### config.mk
export PLATFORM = sky130hd
export DESIGN_NAME = cpu_rst_irq_poll
export DESIGN_NICKNAME = d
export VERILOG_FILES = /design/src/rtl/cpu_rpoll_pkg.sv /design/src/rtl/rp_vec_fetch.sv /design/src/rtl/rp_reg_init.sv /design/src/rtl/rp_irq_poll.sv /design/src/rtl/cpu_rst_irq_poll.sv
export SDC_FILE = /design/constraint.sdc
export NUM_CORES = 1
export LEC_CHECK = 0
export BUFFER_PORTS_ARGS = -buffer_cell sky130_fd_sc_hd__buf_2
export CORE_MARGIN = 2
export CORE_UTILIZATION = 46
export DETAILED_ROUTE_END_ITERATION = 12
export PLACE_DENSITY = 0.79
export SLEW_MARGIN = 20
export SYNTH_ARGS = -nofsm -noshare
export SYNTH_HDL_FRONTEND = slang
export SYNTH_HIERARCHICAL = 1
export SYNTH_SLANG_ARGS = --single-unit
### constraint.sdc
create_clock -name clk -period 2.5 [get_ports clk]
set_clock_uncertainty 0.1 [all_clocks]
set_input_delay 0.75 -clock clk [delete_from_list [all_inputs] [get_ports clk]]
set_output_delay 0.75 -clock clk [all_outputs]
set_load 0.005 [all_outputs]
### src/rtl/cpu_rpoll_pkg.sv
package cpu_rpoll_pkg;
  typedef enum logic [1:0] {
    FS_IDLE = 2'd0,
    FS_LO   = 2'd1,
    FS_HI   = 2'd2,
    FS_CAP  = 2'd3
  } fetch_st_t;

  localparam int unsigned PS_RSVD_BIT = 5;
  localparam int unsigned PS_IDIS_BIT = 2;
  localparam int unsigned SP_HARD_VAL = 'hFD;
  localparam int unsigned SP_SOFT_DROP = 3;
  localparam int unsigned NGPR = 3;
endpackage

### src/rtl/rp_vec_fetch.sv
module rp_vec_fetch
  import cpu_rpoll_pkg::*;
#(
  parameter int unsigned DW  = 8,
  parameter int unsigned AW  = 16,
  parameter int unsigned VEC = 'hFFFC
) (
  input  logic          clk,
  input  logic          rst,
  input  logic          hard_req,
  input  logic          soft_req,
  output logic [AW-1:0] mem_addr,
  output logic          mem_rd,
  input  logic [DW-1:0] mem_data,
  output logic [AW-1:0] pc,
  output logic          ready,
  output logic          start,
  output logic          start_hard
);
  localparam logic [AW-1:0] VEC_LO = AW'(VEC);
  localparam logic [AW-1:0] VEC_HI = AW'(VEC + 1);

  fetch_st_t     st_q;
  logic          boot_q;
  logic          ready_q;
  logic          rd_q;
  logic [AW-1:0] addr_q;
  logic [DW-1:0] lo_q;
  logic [AW-1:0] pc_q;

  assign start      = (st_q == FS_IDLE) && (boot_q || ready_q) && (boot_q || hard_req || soft_req);
  assign start_hard = boot_q || hard_req;

  always_ff @(posedge clk) begin
    if (rst) begin
      st_q    <= FS_IDLE;
      boot_q  <= 1'b1;
      ready_q <= 1'b0;
      rd_q    <= 1'b0;
      addr_q  <= '0;
      lo_q    <= '0;
      pc_q    <= '0;
    end else begin
      case (st_q)
        FS_IDLE: begin
          if (start) begin
            st_q    <= FS_LO;
            boot_q  <= 1'b0;
            ready_q <= 1'b0;
            rd_q    <= 1'b1;
            addr_q  <= VEC_LO;
          end
        end
        FS_LO: begin
          addr_q <= VEC_HI;
          st_q   <= FS_HI;
        end
        FS_HI: begin
          lo_q <= mem_data;
          rd_q <= 1'b0;
          st_q <= FS_CAP;
        end
        default: begin
          pc_q    <= AW'({mem_data, lo_q});
          ready_q <= 1'b1;
          st_q    <= FS_IDLE;
        end
      endcase
    end
  end

  assign mem_addr = addr_q;
  assign mem_rd   = rd_q;
  assign pc       = pc_q;
  assign ready    = ready_q;

  // reads never overlap a valid pc
  a_r2_rd_busy: assert property (@(posedge clk) disable iff (rst) mem_rd |-> !ready);
  // second read cycle addresses the high byte
  a_r2_hi_addr: assert property (@(posedge clk) disable iff (rst)
    (mem_rd && $past(mem_rd)) |-> (mem_addr == VEC_HI));
  // ready only drops after a request
  a_r6_ready_drop: assert property (@(posedge clk) disable iff (rst)
    $fell(ready) |-> $past(hard_req || soft_req));
endmodule

### src/rtl/rp_reg_init.sv
module rp_reg_init
  import cpu_rpoll_pkg::*;
#(
  parameter int unsigned DW = 8
) (
  input  logic                     clk,
  input  logic                     rst,
  input  logic                     start,
  input  logic                     start_hard,
  input  logic [NGPR-1:0][DW-1:0]  cur_gpr,
  input  logic [DW-1:0]            cur_sp,
  input  logic [DW-1:0]            cur_ps,
  output logic [NGPR-1:0][DW-1:0]  gpr,
  output logic [DW-1:0]            sp,
  output logic [DW-1:0]            ps,
  output logic                     src_clr
);
  localparam logic [DW-1:0] SP_HARD = DW'(SP_HARD_VAL);
  localparam logic [DW-1:0] IDIS_M  = DW'(1) << PS_IDIS_BIT;
  localparam logic [DW-1:0] RSVD_M  = DW'(1) << PS_RSVD_BIT;
  localparam logic [DW-1:0] PS_HARD = IDIS_M | RSVD_M;
  localparam logic [DW-1:0] DROP    = DW'(SP_SOFT_DROP);

  logic [DW-1:0] sp_q;
  logic [DW-1:0] ps_q;
  logic          clr_q;

  for (genvar g = 0; g < NGPR; g++) begin : g_lane
    logic [DW-1:0] lane_q;
    always_ff @(posedge clk) begin
      if (rst)
        lane_q <= '0;
      else if (start)
        lane_q <= start_hard ? '0 : cur_gpr[g];
    end
    assign gpr[g] = lane_q;
  end

  always_ff @(posedge clk) begin
    if (rst) begin
      sp_q  <= SP_HARD;
      ps_q  <= PS_HARD;
      clr_q <= 1'b0;
    end else begin
      clr_q <= start;
      if (start) begin
        sp_q <= start_hard ? SP_HARD : (cur_sp - DROP);
        ps_q <= start_hard ? PS_HARD : (cur_ps | IDIS_M);
      end
    end
  end

  assign sp      = sp_q;
  assign ps      = ps_q;
  assign src_clr = clr_q;

  // hard reset loads fixed stack and status
  a_r3_hard_vals: assert property (@(posedge clk) disable iff (rst)
    (start && start_hard) |=> (sp == SP_HARD && ps == PS_HARD && gpr == '0));
  // soft reset always leaves interrupt-disable set
  a_r4_soft_idis: assert property (@(posedge clk) disable iff (rst)
    (start && !start_hard) |=> ps[PS_IDIS_BIT]);
endmodule

### src/rtl/rp_irq_poll.sv
module rp_irq_poll #(
  parameter int unsigned CW    = 4,
  parameter int unsigned DEPTH = 2
) (
  input  logic          clk,
  input  logic          rst,
  input  logic          tick,
  input  logic          dma_stall,
  input  logic          clr_run,
  input  logic          nmi_pend,
  input  logic [CW-1:0] irq_cnt,
  input  logic          idis,
  input  logic          boundary,
  input  logic          ready,
  output logic          take
);
  logic [DEPTH-1:0] stg_q;
  logic             cond;
  logic             adv;

  assign cond = nmi_pend || ((irq_cnt != '0) && !idis);
  assign adv  = tick && !dma_stall;

  for (genvar i = 0; i < DEPTH; i++) begin : g_stage
    logic nxt;
    if (i == 0) begin : g_head
      assign nxt = cond;
    end else begin : g_body
      assign nxt = stg_q[i-1];
    end
    always_ff @(posedge clk) begin
      if (rst || clr_run)
        stg_q[i] <= 1'b0;
      else if (adv)
        stg_q[i] <= nxt;
    end
  end

  assign take = boundary && ready && stg_q[DEPTH-1];

  // a stalled tick freezes the sampling chain
  a_r9_stall_hold: assert property (@(posedge clk) disable iff (rst)
    (tick && dma_stall && !clr_run) |=> $stable(stg_q));
  // hard reset empties the chain
  a_r10_hard_clear: assert property (@(posedge clk) disable iff (rst)
    clr_run |=> (stg_q == '0));
  // take only at a boundary
  a_r11_take_bnd: assert property (@(posedge clk) disable iff (rst) take |-> boundary);
  // take never during a vector fetch
  a_r8_take_ready: assert property (@(posedge clk) disable iff (rst) take |-> ready);
endmodule

### src/rtl/cpu_rst_irq_poll.sv
module cpu_rst_irq_poll
  import cpu_rpoll_pkg::*;
#(
  parameter int unsigned DW       = 8,
  parameter int unsigned CW       = 4,
  parameter int unsigned VEC_ADDR = 'hFFFC,
  parameter int unsigned POLL_LAG = 2
) (
  input  logic              clk,
  input  logic              rst,
  input  logic              tick,
  input  logic              boundary,
  input  logic              hard_req,
  input  logic              soft_req,
  input  logic              nmi_pend,
  input  logic [CW-1:0]     irq_cnt,
  input  logic              idis,
  input  logic              dma_stall,
  input  logic [DW-1:0]     cur_a,
  input  logic [DW-1:0]     cur_x,
  input  logic [DW-1:0]     cur_y,
  input  logic [DW-1:0]     cur_sp,
  input  logic [DW-1:0]     cur_ps,
  output logic [2*DW-1:0]   mem_addr,
  output logic              mem_rd,
  input  logic [DW-1:0]     mem_data,
  output logic [2*DW-1:0]   pc,
  output logic [DW-1:0]     sp,
  output logic [DW-1:0]     a,
  output logic [DW-1:0]     x,
  output logic [DW-1:0]     y,
  output logic [DW-1:0]     ps,
  output logic              ready,
  output logic              src_clr,
  output logic              take
);
  localparam int unsigned AW = 2 * DW;

  logic                    start;
  logic                    start_hard;
  logic [NGPR-1:0][DW-1:0] cur_gpr;
  logic [NGPR-1:0][DW-1:0] gpr;

  assign cur_gpr = {cur_y, cur_x, cur_a};
  assign a = gpr[0];
  assign x = gpr[1];
  assign y = gpr[2];

  rp_vec_fetch #(.DW(DW), .AW(AW), .VEC(VEC_ADDR)) u_fetch (
    .clk(clk), .rst(rst), .hard_req(hard_req), .soft_req(soft_req),
    .mem_addr(mem_addr), .mem_rd(mem_rd), .mem_data(mem_data),
    .pc(pc), .ready(ready), .start(start), .start_hard(start_hard)
  );

  rp_reg_init #(.DW(DW)) u_init (
    .clk(clk), .rst(rst), .start(start), .start_hard(start_hard),
    .cur_gpr(cur_gpr), .cur_sp(cur_sp), .cur_ps(cur_ps),
    .gpr(gpr), .sp(sp), .ps(ps), .src_clr(src_clr)
  );

  rp_irq_poll #(.CW(CW), .DEPTH(POLL_LAG)) u_poll (
    .clk(clk), .rst(rst), .tick(tick), .dma_stall(dma_stall),
    .clr_run(start && start_hard), .nmi_pend(nmi_pend), .irq_cnt(irq_cnt),
    .idis(idis), .boundary(boundary), .ready(ready), .take(take)
  );

  // clear strobe lasts a single cycle
  a_r5_clr_pulse: assert property (@(posedge clk) disable iff (rst) src_clr |=> !src_clr);
  // clear strobe follows the drop of ready or the boot sequence
  a_r5_clr_busy: assert property (@(posedge clk) disable iff (rst) src_clr |-> !ready);
endmodule

==> results.md, run 1 <==
* Detailed Route WL at 6610 um
* Minimum clock period at 2.06 ns
* Period utilization at 82.3%
* Post-Syn Area per Cell at 9.66 sq um
* Fin util at 59.7%
* Port bufs at 133
* R2r setup slk at 0.44 ns
* Slew headroom at 63.2%
* Area of the core at 0.00624 sq mm
* Worst min-delay path class: reg2reg
* Hold Path End: u_init/sp[7]$_SDFFE_PP1P_
* Worst Max-Slew Pin Slew at 0.552 ns
* First-pass GRT wire length at 10,900 um
* Final Net Count at 487
* GRT Total Usage at 19.0%
* Clk slew on worst S/H paths at 0.07 ns
* Antenna Diode Count at 0
* CTS tree: done
* Status: finished, final reports clean
* Critical Path Start: u_fetch/st_q[0]$_SDFFE_PP0P_
* Crit path launch type: register
* Power Density at 945 mW/mm^2
* Final setup viols at 0
* Hold wc startpoint: u_init/sp[7]$_SDFFE_PP1P_
* Final max-slew violation count at 0
* Reg2reg path depth at 9
* Synth top area cells: dfxtp_1 (50%), mux2i_1 (8.6%), nor2_1 (8.0%), a22oi_1 (7.7%), buf_4 (4.4%)
* Largest net degree at the start of global routing at 31
* Number of synthesized register bits at 73
* Leakage at 1.71 nW
* GRT overflow at 0
* Data required, critical path at 2.67 ns
* Setup_tns at 0 ns
* Mapped Cells at 302
* Htree depth at 3
* DRC viols at 0
* Worst-path maximum fanout at 30
* Layout cells sized above 1 at 39.5%
* Via-to-Cell Ratio at 5.04
* Post-synth top area cell: dfxtp_1
* Max Fclk at 486 MHz
* Synth Flop Type: dfxtp_1
* Seq/Total Area, Yosys at 50.1%
* Area grow syn2layout at 27.8%
* Max Cap Violations at 0
* RSZ-0062 raised after global routing: no
* Die ar. at 0.00700 sq mm
* Rows at 29
* DRT Pass-1 Iters at 4
* Vias at 2,532
* Root buf cell: clkbuf_8
* R2r startpoint: u_fetch/st_q[0]$_SDFFE_PP0P_
* Setup CP Type: reg2reg
* Hold path depth at 2
* Hold Fails Final Rpt at 0
* Number of global-route vias before repair at 2,469
* DPL Wire Length at 4750 um
* Reg-to-Reg End: u_init/g_lane[0].lane_q[5]$_SDFFE_PP0P_
* Drt wl/cell at 13.2 um
* Max VDD drop at 0.524 mV
* Crit. End Element: register
* 1st-iter DRT viols at 123
* Syn nets at 368
* Remaining antenna violation count at 0
* TritonCTS buffer count at 9
* Cts hold-fix bufs at 0
* Unique masters post-synth at 43
* Yosys warnings at 6
* Post-synth EDFFs at 0
* Io pins at 137
* Height of the die at 83.6 um
* Die Width at 83.6 um
* Post-CTS Setup Inserts at 0
* CTS sink count at 73
* Worst skew pair latency at 0.33 ns
* Top-area cell type share of the netlist area at 50.1%
* Critical Path AT at 2.23 ns
* Max Buffers Root-to-Sink at 2
* Initial antenna violation count at 0
* Initial core utilization at 46.8%
* Placer Congestion at 0.778
* Post-synth ARST share at 0%
* Post-cts repair resize count at 0
* Post-Syn Area at 0.00292 sq mm
-- logic make-up after synthesis --
family / Yosys count / synth area share, %
xor gates and xnor gates: 4 / 1.20
adders and majority gates: 5 / 2.14
buffers and inverters: 41 / 8.58
muxes: 25 / 8.58
other: 2 / 0.257
and+or+nand+nor: 88 / 13.7
DFF: 73 / 50.1
AOI/OAI and AO/OA: 64 / 15.4
-- worst max path at each step --
stage,endpoint,depth (start not counted),slack [ns]
2_1_floorplan,u_init/g_lane[1].lane_q[0]$_SDFFE_PP0P_,9,0.39
3_3_place_gp,u_init/sp[1]$_SDFFE_PP0P_,9,0.15
3_5_place_dp,u_init/g_lane[2].lane_q[3]$_SDFFE_PP0P_,9,0.12
4_1_cts,u_init/g_lane[0].lane_q[3]$_SDFFE_PP0P_,9,0.44
5_1_grt,u_init/g_lane[1].lane_q[7]$_SDFFE_PP0P_,9,0.20
6_report,u_init/g_lane[0].lane_q[5]$_SDFFE_PP0P_,9,0.44
-- metrics by stage --
step | std cells | hold slack (ns) | power (mW) | cell area, sq um | setup slack (ns)
after floorplan | 302 | 0.360 | 2.34 | 2920 | 0.387
after global placement | 487 | 0.354 | 2.60 | 3530 | 0.152
after detailed placement | 487 | 0.363 | 2.65 | 3530 | 0.120
after CTS | 502 | 0.382 | 3.56 | 3730 | 0.441
after global routing | 502 | 0.425 | 3.75 | 3730 | 0.199
final | 502 | 0.373 | 3.52 | 3730 | 0.442
-- final cells by class --
class                           instances  area, sq um
Clock inverter                          5         56.3
Tap cell                               77         96.3
Fill cell                             563         2510
Inverter                                8         30.0
Multi-Input combinational cell        188         1210
Sequential cell                        73         1460
Clock buffer                           10          138
Timing Repair Buffer                  141          738
-- state kept, by name, summed over array words and instances, names as in the netlist, 2 cells and up --
register / flops
u_fetch/pc: 16
u_fetch/lo_q: 8
u_fetch/mem_addr: 2
u_init/sp: 8
u_init/g_lane.lane_q: 24
u_fetch/st_q: 2
u_init/ps: 7
-- layout by cell type, fill, tap and decap left out, types with 2 or more instances in the layout --
master	instances
buf_2	133
inv_1	7
nand3_1	2
nor2b_1	2
buf_4	7
clkinv_2	2
dfxtp_1	73
a22oi_1	30
nor3_1	8
nand2b_1	3
o21a_1	3
xnor2_1	3
a21oi_1	11
o22ai_1	3
mux2i_1	25
nor2_1	61
a31oi_1	2
o21ai_0	4
clkbuf_8	10
ha_1	5
conb_1	2
or4_4	2
or2_2	3
-- per-layer routing --
metal	global-route usage [%]	wire length [um]	share of wire, %	vias to the layer above
met5	0	0	0	-
met4	9.38	172	2.6	0
met3	4.95	406	6.1	14
met2	32.1	3180	48	90
met1	22.2	2850	43	1167
li1	-	-	-	1261
-- power breakdown --
part           total, mW  internal, mW  switching (mW)
registers           1.46          1.33           0.123
clock network      0.903         0.481           0.422
logic               1.16         0.528           0.636
-- Yosys cell counts, types with 2 or more instances --
library cell,instances
conb_1,2
or2_2,3
clkbuf_1,9
nor2b_1,2
dfxtp_1,73
a21oi_1,11
or4_4,2
nor2_1,62
clkbuf_8,2
nor3_1,8
nand2b_1,3
o21a_1,3
nand3_1,2
o22ai_1,3
buf_2,4
xnor2_1,3
mux2i_1,25
o21ai_0,4
a31oi_1,2
buf_4,17
ha_1,5
inv_1,7
a22oi_1,30
-- critical path: stages, from the launching register on --
cell	delay, ns
dfxtp_1	0.36
inv_1	0.10
ha_1	0.25
o21ai_0	0.15
inv_1	0.19
clkinv_1	0.15
nor2_2	0.14
buf_4	0.31
a22oi_1	0.13
nor2_1	0.10
Power figures use the tool's default switching activity.
==> run 2: changes to the inputs <==
==> constraint.sdc (replaced) <==
create_clock -name clk -period 2.1 [get_ports clk]
set_clock_uncertainty 0.1 [all_clocks]
set_input_delay 0.63 -clock clk [delete_from_list [all_inputs] [get_ports clk]]
set_output_delay 0.63 -clock clk [all_outputs]
set_load 0.005 [all_outputs]
==> results.md, run 2 (synthesized netlist as in run 1, its figures left out) <==
* Status: finished, final reports clean
* Fin util at 60.9% (+1.1 points)
* Antenna Diode Count at 0 (unchanged)
* Clk slew on worst S/H paths at 0.08 ns (about the same)
* Multi-input gate area at 0.00121 sq mm (unchanged)
* Critical Path AT at 1.99 ns (-0.24 ns)
* Reg2reg path depth at 8 (-1)
* Final max-slew violation count at 0 (unchanged)
* Area of the core at 0.00624 sq mm (unchanged)
* FF+latch area at 0.00146 sq mm (unchanged)
* Max Cap Violations at 0 (unchanged)
* Final Net Count at 493 (+1.2%)
* Number of global-route vias before repair at 2,442 (-1.1%)
* Hold Fails Final Rpt at 0 (unchanged)
* Remaining antenna violation count at 0 (unchanged)
* Hold wc startpoint: u_init/sp[7]$_SDFFE_PP1P_
* Largest register by flop count: u_init/g_lane.lane_q
* Largest delay share family, worst path: simple AND/OR/NAND/NOR gates
* CP peak stage delay at 0.35 ns (about the same)
* Worst min-delay path class: reg2reg
* Crit path launch type: register
* Max Fclk at 535 MHz (+10%)
* R2r setup slk at 0.23 ns (-0.21 ns)
* DPL Wire Length at 4960 um (+4.4%)
* Hold Path End: u_init/sp[7]$_SDFFE_PP1P_
* Most frequent cells in the layout: buf_2 (133), dfxtp_1 (73), nor2_1 (61), a22oi_1 (30), mux2i_1 (25)
* Die ar. at 0.00700 sq mm (unchanged)
* Hold path depth at 2 (unchanged)
* TritonCTS buffer count at 9 (unchanged)
* Critical-path top delay cell: dfxtp_1
* CTS sink count at 73 (unchanged)
* Via-to-Cell Ratio at 5.05 (+0.10%)
* Setup_tns at 0 ns (unchanged)
* Worst hold margin at 0.379 ns (+0.00589 ns)
* Most frequent CP cell: inv_1
* Max FFs per register at 24 (unchanged)
* Slew headroom at 63.7% (+0.46 points)
* 1st-iter DRT viols at 86 (-30%)
* GRT Total Usage at 19.5% (+0.49 points)
* Layout cells sized above 1 at 40.5% (+0.98 points)
* Detailed Route WL at 6810 um (+3.1%)
* Htree depth at 3 (unchanged)
* Worst-path maximum fanout at 4 (-87%)
* Post-CTS Setup Inserts at 0 (unchanged)
* Rows at 29 (unchanged)
* Vias at 2,570 (+1.5%)
* Port bufs at 133 (unchanged)
* Setup CP Type: reg2reg
* Post-cts repair resize count at 0 (unchanged)
* Cts hold-fix bufs at 0 (unchanged)
* Max VDD drop at 0.668 mV (+27%)
* CTS tree: done
* Leakage at 1.75 nW (+2.1%)
* Reg-to-Reg End: u_init/sp[6]$_SDFFE_PP1P_
* Worst path cell trace: inv_1, ha_1, o21ai_0, inv_1, buf_4, or2b_2, nor2_1, a31oi_1
* Root buf cell: clkbuf_8
* GRT overflow at 0 (unchanged)
* Worst skew pair latency at 0.33 ns (about the same)
* Area grow syn2layout at 30.2%
* DRT Pass-1 Iters at 5 (+1)
* CP bufs+invs at 3 (-1)
* First-pass GRT wire length at 11,200 um (+2.8%)
* Power Density at 1120 mW/mm^2 (+18%)
* DRC viols at 0 (unchanged)
* Die Width at 83.6 um (unchanged)
* Initial core utilization at 46.8% (unchanged)
* Data required, critical path at 2.22 ns (-0.45 ns)
* Io pins at 137 (unchanged)
* Placer Congestion at 0.769 (-1.2%)
* Final setup viols at 0 (unchanged)
* Max Buffers Root-to-Sink at 2 (unchanged)
* Largest net degree at the start of global routing at 35 (+13%)
* Height of the die at 83.6 um (unchanged)
* RSZ-0062 raised after global routing: no
* Crit. End Element: register
* Most common cell after layout, fill and taps aside: buf_2
* Initial antenna violation count at 0 (unchanged)
* Worst Max-Slew Pin Slew at 0.531 ns (-0.0206 ns)
* R2r startpoint: u_fetch/st_q[0]$_SDFFE_PP0P_
* Filler cells at 556 (-1.2%)
* Period utilization at 89.0% (+6.7 points)
* Drt wl/cell at 13.4 um (+1.7%)
* Minimum clock period at 1.87 ns (-0.190 ns)
## run 2: cell types whose count changed in the layout (fill, tap and decap cells not counted), sizes merged
cell / previous run / this run
clkinv: 4 / 6
bufinv: 1 / 0
buf: 141 / 147
## run 2: report_power, final
group | switching (mW) | internal [mW]
sequential | 0.146 | 1.59
combinational | 0.793 | 0.739
clock | 0.526 | 0.463
total | 1.46 | 2.79
## run 2: tightest hold or removal path: stages (launching register included)
cell     delay, ns
dfxtp_1       0.33
a21oi_1       0.06
o21ai_0       0.06
## run 2: layout make-up
type | instances | share of cell area [%]
Sequential cell | 73 | 38.5
Multi-Input combinational cell | 188 | 31.8
Timing Repair Buffer | 147 | 21.6
Clock buffer | 10 | 3.62
Tap cell | 77 | 2.54
Clock inverter | 6 | 1.15
Inverter | 8 | 0.791
## run 2: metal layers
| metal | track usage (%) | routed length (um) | vias to the layer above |
|---|---|---|---|
| met4 | 9.97 | 211 | 0 |
| met2 | 31.6 | 3230 | 95 |
| met1 | 24.1 | 2950 | 1181 |
| met3 | 4.65 | 430 | 19 |
| li1 | - | - | 1275 |
| met5 | 0 | 0 | - |
## run 2: worst max path at each step
| stage | start | to | cells past startpoint |
|---|---|---|---|
| final | u_fetch/st_q[0]$_SDFFE_PP0P_ | u_init/sp[6]$_SDFFE_PP1P_ | 8 |
| after floorplan | hard_req | u_init/g_lane[1].lane_q[0]$_SDFFE_PP0P_ | 9 |
| after detailed placement | hard_req | u_init/ps[4]$_SDFFE_PP0P_ | 9 |
| after CTS | u_fetch/st_q[0]$_SDFFE_PP0P_ | u_init/sp[6]$_SDFFE_PP1P_ | 8 |
| after global routing | u_fetch/st_q[0]$_SDFFE_PP0P_ | u_init/ps[4]$_SDFFE_PP0P_ | 9 |
| after global placement | hard_req | u_init/sp[1]$_SDFFE_PP0P_ | 9 |
## run 2: metrics by stage
| step | setup slack [ns] | cell area (sq um) | power (mW) | std cells |
|---|---|---|---|---|
| floorplan | 0.107 | 2920 | 2.78 | 302 |
| global route | 0.125 | 3800 | 4.52 | 509 |
| global placement | -0.0196 | 3620 | 3.23 | 493 |
| CTS | 0.235 | 3800 | 4.29 | 509 |
| detailed placement | -0.0284 | 3620 | 3.29 | 493 |
| finish | 0.232 | 3800 | 4.25 | 509 |
